<file path="config.mk">
export PLATFORM = sky130hd
export DESIGN_NAME = sfifo_port
export DESIGN_NICKNAME = d
export VERILOG_FILES = /design/src/rtl/sfp_pkg.sv /design/src/rtl/sfp_edge_sync.sv /design/src/rtl/sfp_ep_fifo.sv /design/src/rtl/sfifo_port.sv
export SDC_FILE = /design/constraint.sdc
export NUM_CORES = 2
export LEC_CHECK = 0
export BUFFER_PORTS_ARGS = -buffer_cell sky130_fd_sc_hd__buf_2
export CAP_MARGIN = 25
export CORE_MARGIN = 10
export CORE_UTILIZATION = 67
export DETAILED_ROUTE_END_ITERATION = 6
export PLACE_DENSITY_LB_ADDON = 0.3
export SLEW_MARGIN = 20
export SYNTH_ARGS = -nofsm -noshare
export SYNTH_HDL_FRONTEND = slang
export SYNTH_SLANG_ARGS = --single-unit
</file>
<file path="constraint.sdc">
create_clock -name clk -period 10.45 [get_ports clk]
set_input_delay 0.5225 -clock clk [delete_from_list [all_inputs] [get_ports clk]]
set_output_delay 0.5225 -clock clk [all_outputs]
set_load 0.02 [all_outputs]
</file>
<file path="src/rtl/sfp_pkg.sv">
package sfp_pkg;
  // Count after one cycle of optional increment and decrement.
  function automatic int cnt_step(int c, logic inc, logic dec);
    return c + int'(inc) - int'(dec);
  endfunction

  // Circular pointer advance.
  function automatic int ptr_next(int p, int depth);
    return (p + 1) % depth;
  endfunction

  // Keep only the low byte when the lane is narrow.
  function automatic logic [31:0] lane_fit(logic [31:0] d, logic wide);
    return wide ? d : {24'd0, d[7:0]};
  endfunction
endpackage

</file>
<file path="src/rtl/sfp_edge_sync.sv">
module sfp_edge_sync (
  input  logic clk,
  input  logic rst_n,
  input  logic strobe_i,
  output logic fall_o
);
  logic s1, s2, s3;

  always_ff @(posedge clk or negedge rst_n) begin
    if (!rst_n) begin
      s1 <= 1'b0;
      s2 <= 1'b0;
      s3 <= 1'b0;
    end else begin
      s1 <= strobe_i;
      s2 <= s1;
      s3 <= s2;
    end
  end

  assign fall_o = s3 & ~s2;

  // a detected edge is a single-cycle event
  p_one_pulse_r9: assert property (@(posedge clk) disable iff (!rst_n)
    fall_o |=> !fall_o);
endmodule

</file>
<file path="src/rtl/sfp_ep_fifo.sv">
module sfp_ep_fifo #(
  parameter int DEPTH = 16,
  parameter int DW    = 16,
  localparam int AW   = $clog2(DEPTH),
  localparam int CW   = $clog2(DEPTH + 1)
) (
  input  logic          clk,
  input  logic          rst_n,
  input  logic          wide,
  input  logic          do_wr,
  input  logic [DW-1:0] wdata,
  input  logic          do_rd,
  input  logic          do_commit,
  output logic [DW-1:0] rdata,
  output logic [CW-1:0] tot_o,
  output logic [CW-1:0] tot_nxt,
  output logic [CW-1:0] cmt_nxt
);
  import sfp_pkg::*;

  logic [DW-1:0] mem [DEPTH];
  logic [AW-1:0] wptr, rptr;
  logic [CW-1:0] tot, cmt;
  logic          wr_ok, rd_ok, wr_drop, rd_drop;

  assign wr_ok   = do_wr && (tot != CW'(DEPTH));
  assign rd_ok   = do_rd && (cmt != '0);
  assign wr_drop = do_wr && !wr_ok;
  assign rd_drop = do_rd && !rd_ok;

  assign tot_nxt = CW'(cnt_step(int'(tot), wr_ok, rd_ok));
  assign cmt_nxt = do_commit ? tot_nxt : CW'(cnt_step(int'(cmt), 1'b0, rd_ok));

  always_ff @(posedge clk or negedge rst_n) begin
    if (!rst_n) begin
      wptr <= '0;
      rptr <= '0;
      tot  <= '0;
      cmt  <= '0;
      for (int i = 0; i < DEPTH; i++) mem[i] <= '0;
    end else begin
      if (wr_ok) begin
        mem[wptr] <= DW'(lane_fit(32'(wdata), wide));
        wptr      <= AW'(ptr_next(int'(wptr), DEPTH));
      end
      if (rd_ok) rptr <= AW'(ptr_next(int'(rptr), DEPTH));
      tot <= tot_nxt;
      cmt <= cmt_nxt;
    end
  end

  assign rdata = DW'(lane_fit(32'(mem[rptr]), wide));
  assign tot_o = tot;

  // occupancy bounds
  p_tot_bound_r10: assert property (@(posedge clk) disable iff (!rst_n)
    tot <= CW'(DEPTH));
  p_cmt_le_tot_r10: assert property (@(posedge clk) disable iff (!rst_n)
    cmt <= tot);
  // write into a full endpoint leaves occupancy untouched
  p_full_drop_r4: assert property (@(posedge clk) disable iff (!rst_n)
    (wr_drop && !do_rd) |=> $stable(tot));
  // read with nothing committed does not move the read pointer
  p_empty_read_r5: assert property (@(posedge clk) disable iff (!rst_n)
    rd_drop |=> $stable(rptr));
  // narrow endpoint presents zero upper byte
  p_byte_lane_r7: assert property (@(posedge clk) disable iff (!rst_n)
    !wide |-> (rdata[DW-1:8] == '0));
endmodule

</file>
<file path="src/rtl/sfifo_port.sv">
module sfifo_port #(
  parameter int EPW   = 2,
  parameter int DEPTH = 16,
  parameter int DW    = 16,
  localparam int NUM_EP = 1 << EPW,
  localparam int CW     = $clog2(DEPTH + 1)
) (
  input  logic              clk,
  input  logic              rst_n,
  input  logic              async_mode,
  input  logic [NUM_EP-1:0] ep_wide,
  input  logic              sel,
  input  logic              rd,
  input  logic              wr,
  input  logic              oe,
  input  logic              pend,
  input  logic [EPW-1:0]    addr,
  input  logic [DW-1:0]     din,
  output logic [DW-1:0]     dout,
  output logic              dout_en,
  output logic              oe_conflict,
  output logic              empty,
  output logic              full
);
  // strobe order: 0 read, 1 write, 2 packet-end
  logic [2:0]       gated, as_fall, op;
  logic [EPW-1:0]   addr_s1, addr_s2, op_addr;
  logic [DW-1:0]    din_s1, din_s2, op_din;
  logic [DW-1:0]    rdata_a   [NUM_EP];
  logic [CW-1:0]    tot_a     [NUM_EP];
  logic [CW-1:0]    tot_nxt_a [NUM_EP];
  logic [CW-1:0]    cmt_nxt_a [NUM_EP];
  logic [NUM_EP*CW-1:0] tot_flat;

  assign gated = {pend, wr, rd} & {3{sel}};

  genvar g;
  generate
    for (g = 0; g < 3; g++) begin : g_sync
      sfp_edge_sync u_sync (
        .clk      (clk),
        .rst_n    (rst_n),
        .strobe_i (gated[g]),
        .fall_o   (as_fall[g])
      );
    end
  endgenerate

  always_ff @(posedge clk or negedge rst_n) begin
    if (!rst_n) begin
      addr_s1 <= '0;
      addr_s2 <= '0;
      din_s1  <= '0;
      din_s2  <= '0;
    end else begin
      addr_s1 <= addr;
      addr_s2 <= addr_s1;
      din_s1  <= din;
      din_s2  <= din_s1;
    end
  end

  assign op      = async_mode ? as_fall : gated;
  assign op_addr = async_mode ? addr_s2 : addr;
  assign op_din  = async_mode ? din_s2  : din;

  generate
    for (g = 0; g < NUM_EP; g++) begin : g_ep
      logic hit;
      assign hit = (op_addr == EPW'(g));
      sfp_ep_fifo #(.DEPTH(DEPTH), .DW(DW)) u_ep (
        .clk       (clk),
        .rst_n     (rst_n),
        .wide      (ep_wide[g]),
        .do_wr     (hit && op[1]),
        .wdata     (op_din),
        .do_rd     (hit && op[0]),
        .do_commit (hit && op[2]),
        .rdata     (rdata_a[g]),
        .tot_o     (tot_a[g]),
        .tot_nxt   (tot_nxt_a[g]),
        .cmt_nxt   (cmt_nxt_a[g])
      );
      assign tot_flat[g*CW +: CW] = tot_a[g];
    end
  endgenerate

  assign dout_en     = sel & oe;
  assign oe_conflict = sel & oe & wr;
  assign dout        = dout_en ? rdata_a[addr] : '0;

  always_ff @(posedge clk or negedge rst_n) begin
    if (!rst_n) begin
      empty <= 1'b1;
      full  <= 1'b0;
    end else begin
      empty <= (cmt_nxt_a[addr] == '0);
      full  <= (tot_nxt_a[addr] == CW'(DEPTH));
    end
  end

  // unselected synchronous cycles change no endpoint
  p_nosel_hold_r2: assert property (@(posedge clk) disable iff (!rst_n)
    (!async_mode && !sel) |=> $stable(tot_flat));
  // bus drive implies select
  p_oe_gate_r3: assert property (@(posedge clk) disable iff (!rst_n)
    dout_en |-> sel);
  // undriven bus reads zero
  p_dout_idle_r3: assert property (@(posedge clk) disable iff (!rst_n)
    !dout_en |-> (dout == '0));
  // an endpoint cannot be both empty of words and full
  p_flag_excl_r8: assert property (@(posedge clk) disable iff (!rst_n)
    !(full && empty && $past(cmt_nxt_a[addr]) == $past(tot_nxt_a[addr])));
endmodule

</file>
==> impl_results.md <==
- Data arrival, critical path: 4.45 ns
- Gr ovfl total: 0
- Longest Clk Path Bufs: 3
- Share of post-route cells with drive strength above 1: 0.211
- P&R area growth vs syn: 9.23%
- Power density cells: 241 nW/um^2
- Critical path endpoint category: output port
- Max Cap Viol: 0
- Worst-path maximum fanout: 40
- Reg clk slew, reported paths: 0.06 ns
- Initial Util: 0.675
- Largest family of logic cells by synthesized area: multiplexers
- Util after Layout: 0.737
- Vias in the first global route: 34900
- Synthesis warning total: 0
- Initial antenna violation count: 3
- Net count after synthesis: 4386
- # clock sinks: 1143
- Fmax: 0.201 GHz
- Relative slew slack: 0.247
- Worst-margin pin slew: 1.12 ns
- Tmin final: 4.97 ns
- Post-synth EDFFs: 0
- Req. time, crit path: 9.93 ns
- First-pass GRT wire length: 201 mm
- WS Path Type: reg2out
- DP Wirelength: 76.8 mm
- Maximum VDD drop: 0.176 mV
- Final #Nets: 4292
- Via/cell ratio: 6.46
- Worst Clk Skew: 0.0290 ns
- Post-synth ARST share: 1.00
- Mux contribution to synthesized area: 0.190
- Most used DFF post-synth: dfrtp_1
- Row count: 101
- CP Launch Type: register
- FILL cells: 4773
- Root buffer cell: clkbuf_16
- Drt wl/cell: 24.2 microns
- Num CTS Buffers: 111
- Leak Pwr: 25.2 nW
- Final ANT Viol Nets: 0
- HP Class: in2reg
- Post-Syn Area: 51200 sq um
- WL final: 128 mm
- Syn Inst Count: 4300
- Synth Area in XOR/XNOR: 0.00890
- Core box area: 75800 sq um
- # resized after CTS: 0
- Status: complete, no violations
- TNS Setup: 0 ns
- Die ar.: 87900 sq um
- Mean Syn Cell Area: 11.9 sq um
- Number of I/O port buffers: 49
- Distinct cells, synth: 70
- Simple-Gate Fraction of Synth Area: 0.0942
- Placer Congestion: 0.857
- Adder-cell share of the synthesized area: 0.0143
- RSZ-0062 raised after global routing: false
- Final setup fails: 0
- DIE HEIGHT: 296 microns
- IO Pins: 50
- Pins Over Slew Limit: 0
- Complex-gate fraction of the synthesized area: 0.0954
- Setup Fix Bufs, Post-CTS: 0
- Clock Latency Late Sink: 0.69 ns
- Final hold slack: 0.133 ns
- CTS tree: built
- DRC Markers: 0
- Starting DRT DRC Count: 3493
- Sequential area share after synthesis: 0.559
- Largest net degree at the start of global routing: 179
- DIE WIDTH: 296 microns
- Vias: 34100
- Total Power: 13.5 mW
- Placed cells: 5050
- Fin crit share: 0.476
- Fin. Hold Viols: 0
- H-tree depth: 3
- Non-Filler Instances: 5277
- Overall Global Routing Usage: 0.297
- Yosys reg bits: 1143
- DRT Pass-1 Iters: 6
[per-stage QoR]
stage,area [sq um],setup WS [ns]
after detailed placement,51900,5.42
after floorplan,51200,6.44
final,55900,5.48
after CTS,55800,5.30
after global placement,51900,5.46
after global routing,55900,5.41
[final timing paths]
check                                      from               endpoint  slack, ns  cells after the start
max in group asynchronous                 rst_n   g_ep[1].u_ep.mem[70]       7.55                      4
max                        g_ep[0].u_ep.rptr[0]               dout[15]       5.48                      7
max reg2reg                 g_sync[0].u_sync.s2                  empty       6.37                     14
min                                        pend    g_sync[2].u_sync.s1       0.13                      2
min in group asynchronous                 rst_n  g_ep[0].u_ep.mem[133]       0.56                      2
min reg2reg                          din_s1[10]             din_s2[10]       0.34                      0
[cell type report]
cell class,count,area (sq um),area share
antenna,3,7.51,0.000134
clock buffer,168,3320,0.0595
clock inverter,35,379,0.00678
inverter,80,305,0.00546
multi-input combinational,2708,20700,0.371
sequential,1143,28600,0.512
tap,978,1220,0.0219
timing repair buffer,162,1320,0.0235
[cells in the final DEF (no fill, tap or decap), types with 23 or more instances in the layout]
| master | n |
|---|---|
| nor2b_1 | 23 |
| inv_1 | 77 |
| buf_2 | 48 |
| clkbuf_1 | 26 |
| a21oi_1 | 225 |
| nor2_1 | 238 |
| clkbuf_8 | 29 |
| buf_4 | 84 |
| dfrtp_1 | 1131 |
| o21ai_0 | 590 |
| a22oi_1 | 29 |
| clkbuf_16 | 113 |
| xnor2_1 | 33 |
| ha_1 | 52 |
| mux2_2 | 268 |
| nand3_1 | 47 |
| mux2i_1 | 60 |
| nand2_1 | 634 |
| mux4_2 | 265 |
[critical path: stages, from the launching register on]
cell     delay, ns
dfrtp_4       0.61
buf_4         0.69
mux4_2        0.61
mux2i_1       0.29
o22ai_1       0.16
nor4_1        0.82
nor3_1        0.29
buf_2         0.26
[cell usage after synthesis, types with 4 or more instances]
cell type	count	share of area
a211o_1	4	0.00068
a21oi_1	225	0.022
and4b_1	16	0.0031
buf_6	10	0.0022
mux2_1	4	0.00088
mux4_2	265	0.12
nand3_1	47	0.0046
a22o_1	5	0.00086
buf_1	11	0.00081
clkbuf_1	236	0.017
nand4_4	8	0.0033
nand2b_1	5	0.00061
o22ai_1	18	0.0022
dfrtp_1	1142	0.56
nor4_1	11	0.0013
buf_4	16	0.0023
nand3b_1	7	0.0010
inv_1	77	0.0056
nor3_1	14	0.0014
o221ai_1	8	0.0014
and2_0	16	0.0020
fa_1	4	0.0016
xor2_1	19	0.0033
ha_1	52	0.013
and2_1	6	0.00073
nand2_1	634	0.046
o21ai_0	590	0.058
nor2_1	238	0.017
a211oi_1	9	0.0013
mux2_2	268	0.059
a21o_1	4	0.00059
o211ai_1	4	0.00059
nor4b_4	8	0.0037
nand4_1	22	0.0027
mux2i_1	68	0.013
buf_2	95	0.0093
xnor2_1	33	0.0056
a22oi_1	29	0.0043
nor2b_1	23	0.0028
a221oi_1	5	0.00086
[state kept, by name, summed over array words and instances (netlist names)]
register and cells:
addr_s1 2, g_sync.u_sync.s2 3, addr_s2 2, g_ep.u_ep.tot_o 20
g_ep.u_ep.cmt 20, din_s1 16, full 1, g_ep.u_ep.rptr 16
g_ep.u_ep.mem 1024, empty 1, g_sync.u_sync.s3 3, g_ep.u_ep.wptr 16
din_s2 16, g_sync.u_sync.s1 3
[timing repair]
item,CTS,global route
setup endpoints to repair,0,0
hold endpoints to repair,66,0
hold buffers,17,0
[per-layer routing]
layer  vias up  track usage  part of all wire
li1      15000            -                 -
met1     17400        0.406              0.40
met2      1456        0.459              0.47
met3       272       0.0749             0.095
met4         0        0.118             0.035
met5         -            0                 0
[cell families after synthesis]
group | Yosys count
xor+xnor | 52
compound gates | 919
flops | 1143
fa+ha+maj | 56
mux | 607
buf+inv | 449
simple gates | 1074
[where the power goes]
part	internal [mW]	total [mW]	switching, mW
Combinational	1.58	3.44	1.85
Sequential	5.31	6.01	0.695
Clock	2.36	4.06	1.70
No activity file was read; power rests on OpenSTA's default activity.
